[src/rtl/scl_rate_pkg.sv]
package scl_rate_pkg;
  localparam logic [1:0] ADDR_MODE = 2'd0;
  localparam logic [1:0] ADDR_LOW  = 2'd1;
  localparam logic [1:0] ADDR_HIGH = 2'd2;

  localparam int MODE_SEL_LSB = 4;
  localparam int MODE_WREN_BIT = 3;

  typedef enum logic [1:0] {
    PH_IDLE = 2'd0,
    PH_LOW  = 2'd1,
    PH_WAIT = 2'd2,
    PH_HIGH = 2'd3
  } phase_t;
endpackage

[src/rtl/scl_rate_regs.sv]
module scl_rate_regs
  import scl_rate_pkg::*;
#(
  parameter int DATA_W   = 8,
  parameter int CNT_W    = 5,
  parameter int PSEL_W   = 3,
  parameter int PSEL_MAX = 6,
  parameter int RST_CNT  = 31
) (
  input  logic              clk,
  input  logic              rst,
  input  logic              wr_en,
  input  logic [1:0]        wr_addr,
  input  logic [DATA_W-1:0] wr_data,
  input  logic [1:0]        rd_addr,
  output logic [DATA_W-1:0] rd_data,
  output logic [PSEL_W-1:0] psel,
  output logic [CNT_W-1:0]  lo_cnt,
  output logic [CNT_W-1:0]  hi_cnt,
  output logic              psel_wr
);
  localparam int PAD_W = DATA_W - CNT_W;

  logic [PSEL_W-1:0] sel_in;
  logic [CNT_W-1:0]  cnt_in;
  logic [DATA_W-1:0] mode_view;
  logic              unused_wr_bits;

  assign unused_wr_bits = ^wr_data;

  always_comb begin
    sel_in = wr_data[MODE_SEL_LSB +: PSEL_W];
    if (int'(sel_in) > PSEL_MAX) sel_in = PSEL_W'(PSEL_MAX);
    cnt_in = wr_data[CNT_W-1:0];
    if (cnt_in == '0) cnt_in = CNT_W'(1);
    mode_view = '0;
    mode_view[MODE_SEL_LSB +: PSEL_W] = psel;
  end

  assign psel_wr = wr_en && (wr_addr == ADDR_MODE) && wr_data[MODE_WREN_BIT];

  always_ff @(posedge clk) begin
    if (rst) begin
      psel    <= '0;
      lo_cnt  <= CNT_W'(RST_CNT);
      hi_cnt  <= CNT_W'(RST_CNT);
      rd_data <= '0;
    end else begin
      if (psel_wr) psel <= sel_in;
      if (wr_en && wr_addr == ADDR_LOW)  lo_cnt <= cnt_in;
      if (wr_en && wr_addr == ADDR_HIGH) hi_cnt <= cnt_in;
      case (rd_addr)
        ADDR_MODE: rd_data <= mode_view;
        ADDR_LOW:  rd_data <= {{PAD_W{1'b1}}, lo_cnt};
        ADDR_HIGH: rd_data <= {{PAD_W{1'b1}}, hi_cnt};
        default:   rd_data <= '0;
      endcase
    end
  end

  assert_count_nonzero_R4: assert property (@(posedge clk) disable iff (rst)
    (lo_cnt != '0) && (hi_cnt != '0));
  assert_sel_range_R2: assert property (@(posedge clk) disable iff (rst)
    int'(psel) <= PSEL_MAX);
  assert_sel_protect_R3: assert property (@(posedge clk) disable iff (rst)
    (wr_en && wr_addr == ADDR_MODE && !wr_data[MODE_WREN_BIT]) |=> $stable(psel));
endmodule

[src/rtl/scl_rate_presc.sv]
module scl_rate_presc #(
  parameter int PSEL_W   = 3,
  parameter int PSEL_MAX = 6
) (
  input  logic              clk,
  input  logic              rst,
  input  logic [PSEL_W-1:0] psel,
  input  logic              restart,
  output logic              tick
);
  localparam int PRE_W = (PSEL_MAX < 1) ? 1 : PSEL_MAX;

  logic [PRE_W-1:0] pre_cnt;
  logic [PRE_W-1:0] mask;

  always_comb mask = PRE_W'((32'd1 << psel) - 32'd1);

  always_ff @(posedge clk) begin
    if (rst) begin
      pre_cnt <= '0;
      tick    <= 1'b0;
    end else begin
      pre_cnt <= restart ? '0 : pre_cnt + PRE_W'(1);
      tick    <= !restart && ((pre_cnt & mask) == mask);
    end
  end

  assert_tick_gap_R2: assert property (@(posedge clk) disable iff (rst)
    (tick && psel != '0) |=> !tick);
endmodule

[src/rtl/scl_rate_filter.sv]
module scl_rate_filter #(
  parameter int SYNC_N = 2,
  parameter int FILT_N = 2
) (
  input  logic clk,
  input  logic rst,
  input  logic tick,
  input  logic scl_in,
  output logic level,
  output logic rise
);
  localparam int RUN_W = $clog2(FILT_N + 1);

  logic [SYNC_N-1:0] sync_q;
  logic [RUN_W-1:0]  run_q;
  logic              samp, mism, accept;

  for (genvar i = 0; i < SYNC_N; i++) begin : g_sync
    if (i == 0) begin : g_first
      always_ff @(posedge clk)
        if (rst) sync_q[i] <= 1'b1;
        else if (tick) sync_q[i] <= scl_in;
    end else begin : g_next
      always_ff @(posedge clk)
        if (rst) sync_q[i] <= 1'b1;
        else if (tick) sync_q[i] <= sync_q[i-1];
    end
  end

  assign samp   = sync_q[SYNC_N-1];
  assign mism   = samp != level;
  assign accept = tick && mism && (run_q == RUN_W'(FILT_N - 1));
  assign rise   = accept && samp;

  always_ff @(posedge clk) begin
    if (rst) begin
      level <= 1'b1;
      run_q <= '0;
    end else if (tick) begin
      if (!mism) run_q <= '0;
      else if (accept) begin
        level <= samp;
        run_q <= '0;
      end else run_q <= run_q + RUN_W'(1);
    end
  end

  assert_level_on_tick_R8: assert property (@(posedge clk) disable iff (rst)
    !tick |=> $stable(level));
  assert_run_bound_R8: assert property (@(posedge clk) disable iff (rst)
    int'(run_q) < FILT_N);
endmodule

[src/rtl/scl_rate_phase.sv]
module scl_rate_phase
  import scl_rate_pkg::*;
#(
  parameter int CNT_W     = 5,
  parameter int PSEL_W    = 3,
  parameter int OVH_UNDIV = 4,
  parameter int OVH_DIV   = 3
) (
  input  logic              clk,
  input  logic              rst,
  input  logic              en,
  input  logic              tick,
  input  logic [PSEL_W-1:0] psel,
  input  logic [CNT_W-1:0]  lo_cnt,
  input  logic [CNT_W-1:0]  hi_cnt,
  input  logic              scl_high,
  input  logic              scl_rise,
  output logic              drive_low
);
  localparam int LEN_MAX = (1 << CNT_W) - 1 + OVH_UNDIV;
  localparam int LEN_W   = $clog2(LEN_MAX + 1);

  phase_t           state;
  logic [LEN_W-1:0] cnt, ovh, lo_len, hi_len;

  always_comb begin
    ovh    = (psel == '0) ? LEN_W'(OVH_UNDIV) : LEN_W'(OVH_DIV);
    lo_len = LEN_W'(lo_cnt) + ovh;
    hi_len = LEN_W'(hi_cnt) + ovh;
  end

  always_ff @(posedge clk) begin
    if (rst || !en) begin
      state     <= PH_IDLE;
      drive_low <= 1'b0;
      cnt       <= '0;
    end else if (tick) begin
      case (state)
        PH_IDLE: begin
          state     <= PH_LOW;
          drive_low <= 1'b1;
          cnt       <= lo_len - LEN_W'(1);
        end
        PH_LOW: begin
          if (cnt == '0) begin
            state     <= PH_WAIT;
            drive_low <= 1'b0;
          end else cnt <= cnt - LEN_W'(1);
        end
        PH_WAIT: begin
          if (scl_high || scl_rise) begin
            state <= PH_HIGH;
            cnt   <= hi_len - LEN_W'(1);
          end
        end
        default: begin
          if (cnt == '0) begin
            state     <= PH_LOW;
            drive_low <= 1'b1;
            cnt       <= lo_len - LEN_W'(1);
          end else cnt <= cnt - LEN_W'(1);
        end
      endcase
    end
  end

  assert_drive_on_tick_R5: assert property (@(posedge clk) disable iff (rst)
    (!tick && en) |=> $stable(drive_low));
  assert_cnt_bound_R6: assert property (@(posedge clk) disable iff (rst)
    int'(cnt) <= LEN_MAX);
  assert_wait_released_R7: assert property (@(posedge clk) disable iff (rst)
    (state == PH_WAIT) |-> !drive_low);
  assert_idle_released_R10: assert property (@(posedge clk) disable iff (rst)
    !en |=> !drive_low);
endmodule

[src/rtl/scl_rate_gen.sv]
module scl_rate_gen #(
  parameter int DATA_W    = 8,
  parameter int CNT_W     = 5,
  parameter int PSEL_W    = 3,
  parameter int PSEL_MAX  = 6,
  parameter int RST_CNT   = 31,
  parameter int OVH_UNDIV = 4,
  parameter int OVH_DIV   = 3,
  parameter int SYNC_N    = 2,
  parameter int FILT_N    = 2
) (
  input  logic              clk,
  input  logic              rst,
  input  logic              en,
  input  logic              wr_en,
  input  logic [1:0]        wr_addr,
  input  logic [DATA_W-1:0] wr_data,
  input  logic [1:0]        rd_addr,
  output logic [DATA_W-1:0] rd_data,
  input  logic              scl_in,
  output logic              tick,
  output logic              scl_drive_low
);
  logic [PSEL_W-1:0] psel;
  logic [CNT_W-1:0]  lo_cnt, hi_cnt;
  logic              psel_wr, scl_level, scl_rise;

  scl_rate_regs #(
    .DATA_W(DATA_W), .CNT_W(CNT_W), .PSEL_W(PSEL_W),
    .PSEL_MAX(PSEL_MAX), .RST_CNT(RST_CNT)
  ) u_regs (
    .clk(clk), .rst(rst), .wr_en(wr_en), .wr_addr(wr_addr), .wr_data(wr_data),
    .rd_addr(rd_addr), .rd_data(rd_data), .psel(psel), .lo_cnt(lo_cnt),
    .hi_cnt(hi_cnt), .psel_wr(psel_wr)
  );

  scl_rate_presc #(.PSEL_W(PSEL_W), .PSEL_MAX(PSEL_MAX)) u_presc (
    .clk(clk), .rst(rst), .psel(psel), .restart(psel_wr), .tick(tick)
  );

  scl_rate_filter #(.SYNC_N(SYNC_N), .FILT_N(FILT_N)) u_filter (
    .clk(clk), .rst(rst), .tick(tick), .scl_in(scl_in),
    .level(scl_level), .rise(scl_rise)
  );

  scl_rate_phase #(
    .CNT_W(CNT_W), .PSEL_W(PSEL_W), .OVH_UNDIV(OVH_UNDIV), .OVH_DIV(OVH_DIV)
  ) u_phase (
    .clk(clk), .rst(rst), .en(en), .tick(tick), .psel(psel),
    .lo_cnt(lo_cnt), .hi_cnt(hi_cnt), .scl_high(scl_level),
    .scl_rise(scl_rise), .drive_low(scl_drive_low)
  );
endmodule

[config.mk]
export PLATFORM = sky130hd
export DESIGN_NAME = scl_rate_gen
export DESIGN_NICKNAME = d
export VERILOG_FILES = /design/src/rtl/scl_rate_pkg.sv /design/src/rtl/scl_rate_regs.sv /design/src/rtl/scl_rate_presc.sv /design/src/rtl/scl_rate_filter.sv /design/src/rtl/scl_rate_phase.sv /design/src/rtl/scl_rate_gen.sv
export SDC_FILE = /design/constraint.sdc
export NUM_CORES = 1
export LEC_CHECK = 0
export BUFFER_PORTS_ARGS = -buffer_cell sky130_fd_sc_hd__buf_2
export CAP_MARGIN = 0
export CORE_MARGIN = 4
export CORE_UTILIZATION = 45
export CTS_CLUSTER_SIZE = 28
export DETAILED_ROUTE_END_ITERATION = 10
export GPL_TIMING_DRIVEN = 0
export PLACE_DENSITY_LB_ADDON = 0.1
export REMOVE_ABC_BUFFERS = 1
export SKIP_LAST_GASP = 1
export SLEW_MARGIN = 0
export SYNTH_ARGS = -nofsm -noshare
export SYNTH_HDL_FRONTEND = slang
export SYNTH_SLANG_ARGS = --single-unit
[constraint.sdc]
create_clock -name clk -period 3.9 [get_ports clk]
set_input_delay 0.195 -clock clk [delete_from_list [all_inputs] [get_ports clk]]
set_output_delay 0.195 -clock clk [all_outputs]
set_load 0.005 [all_outputs]
* After elaboration in Yosys (flattened, before gate mapping)
Cells that the tools add are included.
Operators by class: $lt $le $gt $ge 1, muxes and demuxes 17, add/subtract/negate cells 8, reductions and logical operators 25, shift operators 1, bitwise operators 2, eq/ne operators 12
Operator list (number):
- 8-bit one-hot mux with 3 select lines | 1
- 6-bit by 1-bit subtractor with 6-bit output (second input constant) | 4
- 6-bit two-way mux | 3
- 6-bit one-hot mux with 3 select lines | 1
- 5-bit by 6-bit adder with 6-bit output | 2
- 2-bit two-way mux | 5
- 2-bit by 1-bit equality test with 1-bit output (second input constant) | 4
- 1-bit logical AND | 8
- 4-bit AND reduction | 2
- 6-bit by 1-bit adder with 6-bit output (second input constant) | 1
- 6-bit bitwise AND | 1
- 2-bit equality test (second input constant) | 3
- 6-bit equality test | 1
- 2-bit logical NOT | 3
- 6-bit logical NOT | 1
- 3-bit two-way mux | 2
- 2-bit one-hot mux with 3 select lines | 1
- 3-bit AND reduction | 2
- 1-bit by 3-bit left shift with 6-bit output (first input constant) | 1
- 5-bit logical NOT | 1
- 5-bit two-way mux | 1
- 2-bit by 1-bit != test with 1-bit output (second input constant) | 2
- 3-bit > comparator (second input constant) | 1
- 3-bit logical NOT | 1
- other kinds (11) | 14
Storage, ports and cells: logic and storage cells 79, register bits after elaboration 42, input bits 17

* Depth between registers and ports, before layout
Gate-level depths: netlist of run 1.
word-level depth 7, gate-level depth with buffers 13, gate-level depth less buffers 12

* By module
Synthesis of run 1 repeated with hierarchy kept, for this count alone.
Second synthesis, totals: cell total of the unflattened synthesis 295, area, all modules 2602.5 um^2
Modules (own cells, without submodules):
- scl_rate_phase | cells an instance 157, times used 1, area each 1242.4 um^2
- scl_rate_regs | cells an instance 83, times used 1, area each 832.0 um^2
- scl_rate_presc | cells an instance 33, times used 1, area each 306.5 um^2
- scl_rate_filter | cells an instance 22, times used 1, area each 221.5 um^2

* Worst setup path after synthesis of run 1
OpenSTA, ideal clock, no wires.
path kind register to register, from register u_regs.psel[0], to register u_phase.cnt[5], stages on the path, launching flop included 14, library setup time 0.116 ns, buffers on the path 1, path slack 0.990 ns, data arrival time 2.794 ns, clock period less this slack 2.910 ns, cell sequence dfxtp_1 or3_1 buf_2 inv_1 ha_1 inv_1 ha_1 inv_1 fa_1 nand2b_1 a21oi_1 xnor2_1 a2111o_1 a41o_1
Between the ends: cells in the longest elaborated chain, start to end 6
RTL lines:
- start, declared | line scl_rate_regs.sv:17 | output logic [PSEL_W-1:0] psel,
- start signal, assigned | line scl_rate_regs.sv:49 | if (psel_wr) psel <= sel_in;
- 3-bit logical NOT (*) | line scl_rate_phase.sv:27 | ovh = (psel == '0) ? LEN_W'(OVH_UNDIV) : LEN_W'(OVH_DIV);
- 3-bit two-way mux (*) | line scl_rate_phase.sv:27
- 5-bit by 6-bit adder with 6-bit output, on equally long branches | line scl_rate_phase.sv:28, scl_rate_phase.sv:29
- 6-bit by 1-bit subtractor with 6-bit output, on equally long branches | line scl_rate_phase.sv:42, scl_rate_phase.sv:60, scl_rate_phase.sv:53
- 6-bit two-way mux, on equally long branches | line scl_rate_phase.sv:57, scl_rate_phase.sv:51
- 6-bit one-hot mux with 3 select lines (*) | line scl_rate_phase.sv:38 | case (state)
- end signal, assigned | line scl_rate_phase.sv:42 | cnt <= lo_len - LEN_W'(1);
- end signal, assigned | line scl_rate_phase.sv:60 | cnt <= lo_len - LEN_W'(1);
- end signal, assigned | line scl_rate_phase.sv:61 | end else cnt <= cnt - LEN_W'(1);
- end, declared | line scl_rate_phase.sv:24 | logic [LEN_W-1:0] cnt, ovh, lo_len, hi_len;
Every way passes the cells marked *; elsewhere a longest branch is shown, timed or not. The select of a mux whose other input is x is not followed. A chain may end at the register's enable or synchronous reset.

* Final worst setup path of run 1
Ends and elaborated chain as after synthesis.

==> flow_summary.yaml, run 1 <==
worst_setup_path:
  r2r_cells: 12
  crit_arrival_ns: 3.38
  crit-reg2reg-launch: "u_regs.psel[0]$_SDFFE_PP0P_"
  ff2ff_setup_slack_ns: 0.70
  startpoint_type: "register"
  path_class: "register to register"
  endpoint_kind: "register"
  cp_max_fo: 6
  worstPathRequired_ns: 4.09
  rr_endpoint: "u_phase.cnt[5]$_SDFFE_PP0P_"
clock_tree:
  clock-sinks: 42
  h-tree-depth: 2
  clkTransAtPathRegs_ns: 0.08
  postCtsSetupBuffers: 0
  cts.path.max_buffers: 2
  cts_tree: "built"
  holdBufCountCts: 0
  clockRootBuffer: "clkbuf_8"
  ctsResizeCount: 0
  clk_latency_ns: 0.29
  numCtsBuffers: 5
logic_synthesis:
  synth_flop_cell: "dfxtp_1"
  ys_warn_count: 0
  synthArstFlopShare_pct: 0
  yosysTopAreaCell: "dfxtp_1"
  synth_seq_cells: 42
  synthCells: 296
  yosysUniqueCellTypes: 48
  ys_seq_area_share_pct: 33.8
  synth_area_leaders: "dfxtp_1 (34%), ha_1 (11%), nand2b_1 (4.5%)"
  synth_area_per_cell_um2: 8.41
  synth.most_common_cell: "dfxtp_1"
  netlist_area_um2: 2490
  synth-edff-count: 0
  synthTopCellsByCount: "dfxtp_1 (42), nor2_1 (30), inv_1 (26), ha_1 (21), nand2_1 (20)"
  netlist.area_leader.share_pct: 33.8
route:
  drt_wl_total_um: 5040
  drt-initial-drc-count: 90
  via_per_inst: 5.32
  wl_per_cell_um: 13.0
  drc: 0
  ant_nets: 0
  drtPass1Iterations: 4
  vias: 2069
timing:
  min_period_ns: 3.20
  drv_slew: 0
  setup_violations: 0
  worstMarginPinSlew_ns: 0.922
  fmax_mhz: 313
  clock_skew_ns: 0.00712
  finalCritPeriodShare_pct: 82.0
  hold_violations: 0
  maxSlewHeadroom_pct: 37.7
  rsz0062_at_grt: "false"
  whs_ns: 0.118
  setup_tns_ns: 0
  timing.final.ws_setup_ns: 0.703
place:
  dp_cells: 381
  placed_cell_area_um2: 2660
  place_congestion: 0.793
  post-place-ws_ns: 0.719
  dp_hpwl_um: 3890
  port_buffers: 25
layout:
  area_growth_pct: 10.4
  finalInstanceArea_um2: 2750
  diodes: 0
  layout-drive-gt1-share_pct: 13.2
  finalNonFillerCells: 389
  fin_util_pct: 52.5
  nets: 358
global_routing:
  grt_pass1_wl_um: 8620
  grt_pass1_vias: 1861
  grt_overflow: 0
  grt_antenna_before_repair: 0
  grt_max_degree: 24
  gr-usage-all-layers_pct: 16.4
hold_path:
  min_to: "u_filter.sync_q[0]$_SDFFE_PP1P_"
  hold_path.startpoint: "scl_in"
  hold-path-cell-count: 2
  hold_class: "primary input to register"
floorplan:
  placeableCoreArea_um2: 5240
  die_w_um: 82.4
  io_pins: 27
  initial_utilization_pct: 47.5
  placementRows: 26
  die-area_um2: 6780
  die_y_um: 82.4
power:
  p_per_area_nw_per_um2: 351
  ir_worst_vdd_v: 0.000200
  p_leak_nw: 1.22
  p_total_uw: 964
run_status:
  outcome: "finished clean"
job:
  maxCapViolCount: 0
[worst max-delay path by stage]
stage | from | to | slack (ns)
5_1_grt | u_regs.psel[0]$_SDFFE_PP0P_ | u_phase.cnt[5]$_SDFFE_PP0P_ | 0.44
4_1_cts | u_regs.psel[0]$_SDFFE_PP0P_ | u_phase.cnt[5]$_SDFFE_PP0P_ | 0.68
3_3_place_gp | u_regs.psel[0]$_SDFFE_PP0P_ | u_phase.cnt[5]$_SDFFE_PP0P_ | 0.76
6_report | u_regs.psel[0]$_SDFFE_PP0P_ | u_phase.cnt[5]$_SDFFE_PP0P_ | 0.70
2_1_floorplan | u_regs.psel[0]$_SDFFE_PP0P_ | u_phase.cnt[5]$_SDFFE_PP0P_ | 0.99
3_5_place_dp | u_regs.psel[0]$_SDFFE_PP0P_ | u_phase.cnt[5]$_SDFFE_PP0P_ | 0.72
[cell families after synthesis]
| family | Yosys count | synth area share, % |
|---|---|---|
| adders and majority gates | 23 | 12.2 |
| AOI/OAI and AO/OA | 72 | 19.5 |
| and+or+nand+nor | 105 | 22.5 |
| buffers and inverters | 36 | 5.53 |
| xor gates and xnor gates | 14 | 4.93 |
| muxes | 4 | 1.61 |
| DFF | 42 | 33.8 |
[critical path, cell delays in order, from the launching register on]
cell	delay [ns]
dfxtp_1	0.37
or3_1	0.52
inv_1	0.20
ha_1	0.25
inv_1	0.05
ha_1	0.17
inv_1	0.06
fa_1	0.39
nand2b_1	0.16
a21oi_1	0.16
xnor2_1	0.12
a2111o_1	0.42
a41o_1	0.23
[layer usage]
metal  vias to the layer above  part of all wire (%)  global-route usage (%)
met5                         -                     0                       0
li1                       1072                     -                       -
met3                         5                   4.7                    2.93
met2                        33                    47                    25.6
met4                         0                  0.99                    3.99
met1                       959                    48                    23.2
[layout by cell type, fill, tap and decap left out, types with 2 or more instances in the layout]
cell / instances
nand3_1: 6
nand2b_1: 18
nand2_1: 20
nor2b_1: 7
a211o_1: 9
nor2_1: 30
o21ai_0: 16
a221oi_1: 2
nor3b_1: 2
a22oi_1: 5
dfxtp_1: 42
ha_1: 21
or3_1: 2
a31oi_1: 3
xnor2_1: 10
or2_2: 4
mux2i_1: 4
clkbuf_8: 5
and3_1: 2
a211oi_1: 2
a21oi_1: 18
xor2_1: 4
nor4_1: 3
a21o_1: 3
a222oi_1: 2
nand3b_1: 3
inv_1: 26
buf_2: 25
o211ai_1: 3
fa_1: 2
[sequential cells by signal (all words and copies together), names as in the netlist]
signal and flops:
u_regs.rd_data 8, u_phase.cnt 6, u_presc.pre_cnt 6, u_regs.hi_cnt 5, u_regs.lo_cnt 5, u_regs.psel 3, u_filter.run_q 2, u_phase.state 2
u_filter.level 1, u_filter.samp 1, u_filter.sync_q 1, u_phase.drive_low 1, u_presc.tick 1
[power breakdown]
part	internal (mW)	switching, mW
clock network	0.126	0.151
registers	0.451	0.0250
logic	0.0995	0.111
total	0.677	0.287
[area by class of cell]
class,count,area (um2)
Clock buffer,6,72.6
Sequential cell,42,841
Tap cell,70,87.6
Fill cell,517,2490
Multi-Input combinational cell,218,1510
Timing Repair Buffer,25,125
Inverter,26,97.6
Clock inverter,2,13.8
(Power assumes the default switching activity.)
==> run 2, diff against run 1 <==
clock period = 3.3 ns   (was 3.9 ns; I/O delays follow)
==> run 2 against run 1 <==
Net effect: largest power group unchanged; non-clock buffer count did not move; hold slack got worse by 0.029 ns; highest routed layer unchanged; final area rose by 0.18%; core utilization rose by 0.095 points; worst setup slack got worse by 0.43 ns; routed wire length rose by 0.38%; sequential cell count did not move; register-to-register slack got worse by 0.43 ns; largest cell class unchanged; total power rose by 18%.
==> flow_summary.yaml, run 2 (same netlist as run 1, synthesis figures left out) <==
worst_setup_path:
  worst_path_largest_cell_delay_ns: 0.46
  worstPathRequired_ns: 3.49
  cp_top_family: "compound AO/OA/AOI/OAI gates"
  cp_max_fo: 6
  path_class: "register to register"
  crit-reg2reg-launch: "u_regs.psel[0]$_SDFFE_PP0P_"
  cp_slowest_cell: "or3_4"
  endpoint_kind: "register"
  crit_chain: "or3_4, inv_2, ha_1, inv_1, ha_1, inv_1, fa_1, nand2b_1, a21oi_1, xnor2_1, a2111o_1, a41o_1"
  crit_path_start: "u_regs.psel[0]$_SDFFE_PP0P_"
  crit_arrival_ns: 3.22
  startpoint_type: "register"
  path_buf_inv: 3
clock_tree:
  h-tree-depth: 2
  numCtsBuffers: 5
  clockRootBuffer: "clkbuf_8"
  postCtsSetupBuffers: 0
  ctsResizeCount: 0
  holdBufCountCts: 0
  clk_latency_ns: 0.29
  clock-sinks: 42
  cts.path.max_buffers: 2
  clkTransAtPathRegs_ns: 0.08
  cts_tree: "built"
timing:
  min_period_ns: 3.03
  finalCritPeriodShare_pct: 91.8
  timing.final.ws_setup_ns: 0.270
  worstMarginPinSlew_ns: 0.921
  hold_violations: 0
  maxSlewHeadroom_pct: 37.7
  clock_skew_ns: 0.00681
  fmax_mhz: 330
  setup_tns_ns: 0
  rsz0062_at_grt: "false"
  drv_slew: 0
  setup_violations: 0
run_status:
  outcome: "finished clean"
hold_path:
  hold_class: "primary input to register"
  hold_path.startpoint: "scl_in"
place:
  port_buffers: 25
  post-place-ws_ns: 0.119
  dp_cells: 381
  dp_hpwl_um: 3890
  placed_cell_area_um2: 2660
  place_congestion: 0.793
route:
  ant_nets: 0
  drt-initial-drc-count: 86
  via_per_inst: 5.30
  drt_wl_total_um: 5060
  drc: 0
  drtPass1Iterations: 4
  vias: 2061
  wl_per_cell_um: 13.0
power:
  p_per_area_nw_per_um2: 414
  p_total_mw: 1.14
  p_leak_nw: 1.22
  ir_worst_vdd_v: 0.000236
floorplan:
  die_y_um: 82.4
  die-area_um2: 6780
  initial_utilization_pct: 47.5
  die_w_um: 82.4
  placeableCoreArea_um2: 5240
  io_pins: 27
  placementRows: 26
layout:
  final_common_cell: "dfxtp_1"
  largest_register: "u_regs.rd_data"
  layout-drive-gt1-share_pct: 13.8
  diodes: 0
  area_growth_pct: 10.6
  mostFrequentLayoutCells: "dfxtp_1 (42), nor2_1 (30), inv_1 (25), buf_2 (25), ha_1 (21)"
  finalNonFillerCells: 389
  largest_register_ffs: 8
  nets: 358
  finalInstanceArea_um2: 2750
  reg_top3: "u_regs.rd_data (8), u_phase.cnt (6), u_presc.pre_cnt (6)"
job:
  maxCapViolCount: 0
global_routing:
  grt_max_degree: 24
  grt_antenna_before_repair: 0
  grt_pass1_wl_um: 8620
  grt_overflow: 0
  gr-usage-all-layers_pct: 16.4
  grt_pass1_vias: 1861
## run 2: cell types whose count changed in the layout (fill, tap and decap cells not counted)
cell	change
inv_1	-1
inv_2	+1
or3_1	-1
or3_4	+1
## run 2: through the flow
| step | hold slack, ns | util (%) |
|---|---|---|
| after floorplan | 0.234 | - |
| after global placement | 0.370 | 50.8 |
| after detailed placement | 0.387 | 50.8 |
| after CTS | 0.0830 | 52.5 |
| after global routing | 0.0847 | 52.6 |
| final | 0.0884 | 52.6 |
## run 2: cell type report
| cell class | count | area, um2 |
|---|---|---|
| fillers | 516 | 2480 |
| multi-input cells | 218 | 1520 |
| flip-flops and latches | 42 | 841 |
| repair buffers | 25 | 125 |
| inverters | 26 | 97.6 |
| well taps | 70 | 87.6 |
| clock buffers | 6 | 72.6 |
| clock inverters | 2 | 13.8 |
## run 2: where the power goes
group	switching [mW]	total [mW]	internal, mW
registers	0.0296	0.563	0.533
clock network	0.178	0.327	0.149
logic	0.131	0.250	0.118
## run 2: metal layers
layer  global-route usage, %  up-vias  part of all wire, %
met5                       0        -                    0
met4                    3.99        0                 0.99
met3                    2.93        5                  3.6
met2                    25.6       27                   47
met1                    23.2      954                   49
li1                        -     1075                    -
## run 2: final timing paths
check | end | slack, ns | cells past startpoint
max | u_phase.cnt[5]$_SDFFE_PP0P_ | 0.27 | 12
min | u_filter.sync_q[0]$_SDFFE_PP1P_ | 0.09 | 2
max reg2reg | u_phase.cnt[5]$_SDFFE_PP0P_ | 0.27 | 12
min reg2reg | u_filter.samp$_SDFFE_PP1P_ | 0.46 | 1
==> run 3, diff against run 2 <==
ABC_AREA = 1   (was default)
PLACE_DENSITY_LB_ADDON = 0.15   (was 0.1)
==> run 3 against run 2 <==
Net effect: first-iteration DRC count is 67% higher; worst setup slack better by 0.52 ns; via count is 11% higher; synthesized cell count is 22% higher; hold slack worse by 0.035 ns; core utilization is 0.79 points higher; clock-buffer cell count is 1 lower; sequential cell count stayed put; final cell count is 18% higher; clock skew is 0.0012 ns higher; sequential share of layout area is 0.45 points lower; critical path depth is 5 higher; largest cell class unchanged; highest routed layer unchanged.
==> flow_summary.yaml, run 3 <==
timing:
  rsz0062_at_grt: "false"
  clock_skew_ns: 0.00803
  finalCritPeriodShare_pct: 76.1
  timing.final.ws_setup_ns: 0.789
  setup_violations: 0
  maxSlewHeadroom_pct: 57.9
  whs_ns: 0.0538
  fmax_mhz: 398
  worstMarginPinSlew_ns: 0.628
  hold_violations: 0
  drv_slew: 0
  min_period_ns: 2.51
  setup_tns_ns: 0
worst_setup_path:
  cp_top_family: "adder cells"
  crit_chain: "inv_1, nand2_1, nor2_2, ha_1, inv_1, ha_1, inv_1, fa_1, xnor2_1, nand2_1, nand2_1, inv_1, nand2_1, nand2_1, nand3_1, nand2_1, inv_1"
  startpoint_type: "register"
  path_buf_inv: 5
  endpoint_kind: "register"
  path_common_cell: "nand2_1"
  worst_path_largest_cell_delay_ns: 0.40
  crit_arrival_ns: 2.75
  cp_max_fo: 6
  cp_slowest_cell: "fa_1"
  path_class: "register to register"
  worstPathRequired_ns: 3.54
hold_path:
  hold_class: "primary input to register"
logic_synthesis:
  synth_seq_cells: 42
  netlist_area_um2: 2500
  synthTopCellsByCount: "nand2_1 (86), inv_1 (58), dfxtp_1 (42), a21oi_1 (29), nand3_1 (28)"
  yosysTopAreaCell: "dfxtp_1"
  synth-edff-count: 0
  synth_area_per_cell_um2: 6.96
  netlist.area_leader.share_pct: 33.6
  synthArstFlopShare_pct: 0
  synth.most_common_cell: "nand2_1"
  synth_flop_cell: "dfxtp_1"
  yosysUniqueCellTypes: 29
  synthCells: 360
  synth_area_leaders: "dfxtp_1 (34%), nand2_1 (13%), ha_1 (10%)"
  ys_warn_count: 0
  ys_seq_area_share_pct: 33.6
layout:
  area_growth_pct: 11.5
  n_fill_cell: 524
  regArea_um2: 841
  finalInstanceArea_um2: 2790
  final_common_cell: "nand2_1"
  largest_register_ffs: 8
  layout-drive-gt1-share_pct: 11.0
  reg_top3: "u_regs.rd_data (8), u_phase.cnt (6), u_presc.pre_cnt (6)"
  multi_input_area_um2: 1430
  nets: 430
  mostFrequentLayoutCells: "nand2_1 (86), inv_1 (58), dfxtp_1 (42)"
  largest_register: "u_regs.rd_data"
  diodes: 0
place:
  dp_hpwl_um: 4210
  port_buffers: 25
  place_congestion: 0.801
  placed_cell_area_um2: 2710
  post-place-ws_ns: 0.829
power:
  p_total_mw: 1.19
  p_per_area_nw_per_um2: 427
  ir_worst_vdd_v: 0.000325
  p_leak_nw: 1.39
floorplan:
  die-area_um2: 6820
  initial_utilization_pct: 47.8
  placementRows: 26
  io_pins: 27
  die_w_um: 82.6
  die_y_um: 82.6
  placeableCoreArea_um2: 5240
global_routing:
  grt_pass1_wl_um: 9400
  grt_max_degree: 20
  grt_antenna_before_repair: 0
  use_met1_pct: 23.3
  grt_overflow: 0
  gr-usage-all-layers_pct: 17.7
  grtUsageMet3_pct: 3.90
  grt.met2_usage_pct: 29.6
  grt_pass1_vias: 2186
  busiest_layer: "met2"
route:
  via_per_inst: 4.98
  drc: 0
  vias: 2289
  drt-initial-drc-count: 144
  drtPass1Iterations: 4
  drt_wl_total_um: 5380
  ant_nets: 0
  wl_per_cell_um: 11.7
clock_tree:
  clk_latency_ns: 0.29
  numCtsBuffers: 5
  clkTransAtPathRegs_ns: 0.09
  h-tree-depth: 2
  clockRootBuffer: "clkbuf_8"
  postCtsSetupBuffers: 0
  cts.path.max_buffers: 2
  clock-sinks: 42
  ctsResizeCount: 0
  cts_tree: "built"
  holdBufCountCts: 0
run_status:
  outcome: "finished clean"
job:
  maxCapViolCount: 0
-- run 3: cell count changes in the layout (fill, tap and decap cells not counted), moves of 11 or more --
cell | before | now
nand2_1 | 20 | 86
inv_1 | 25 | 58
nand3_1 | 6 | 28
nand2b_1 | 18 | 0
a21oi_1 | 18 | 29
-- run 3: final timing paths --
check / startpoint / cells past startpoint / slack (ns) / endpoint
worst max-delay path: u_regs.psel[1]$_SDFFE_PP0P_ / 17 / 0.79 / u_phase.cnt[3]$_SDFFE_PP0P_
worst min-delay path: rst / 2 / 0.05 / u_regs.rd_data[7]$_SDFF_PP0_
worst max register to register: u_regs.psel[1]$_SDFFE_PP0P_ / 17 / 0.79 / u_phase.cnt[3]$_SDFFE_PP0P_
worst min register to register: u_phase.drive_low$_SDFFE_PP0P_ / 2 / 0.45 / u_phase.drive_low$_SDFFE_PP0P_
-- run 3: cells by family (layout without fill, tap and decap cells) --
logic type / after synthesis / in the layout / share of synthesized area, %
AO/OA/AOI/OAI: 68 / 68 / 15.1
adder cells (fa/ha/maj): 23 / 23 / 12.1
XOR/XNOR: 5 / 5 / 1.75
AND/OR/NAND/NOR: 160 / 160 / 28.2
flip-flops: 42 / 42 / 33.6
buffers and inverters: 62 / 92 / 9.29
-- run 3: per-layer routing --
| metal | vias up | share of wire [%] |
|---|---|---|
| met5 | - | 0 |
| met4 | 0 | 0.43 |
| met3 | 2 | 3.6 |
| met2 | 28 | 45 |
| met1 | 1030 | 51 |
| li1 | 1229 | - |
-- run 3: stage by stage --
step	utilization, %	cells
3_3_place_gp	51.7	453
3_5_place_dp	51.7	453
4_1_cts	53.3	460
5_1_grt	53.3	460
6_report	53.3	460
2_1_floorplan	-	358
-- run 3: report_power, final --
part           internal [mW]  switching (mW)  leakage (nW)
registers              0.537          0.0247         0.345
logic                  0.117           0.190          1.01
clock network          0.145           0.181        0.0362
total                  0.798           0.396          1.39
-- run 3: final cells by class --
cell class	count	share of cell area, %
sequential	42	30.1
tap	70	3.13
multi-input combinational	256	51.2
inverter	60	8.06
clock buffer	5	2.46
clock inverter	2	0.537
timing repair buffer	25	4.48
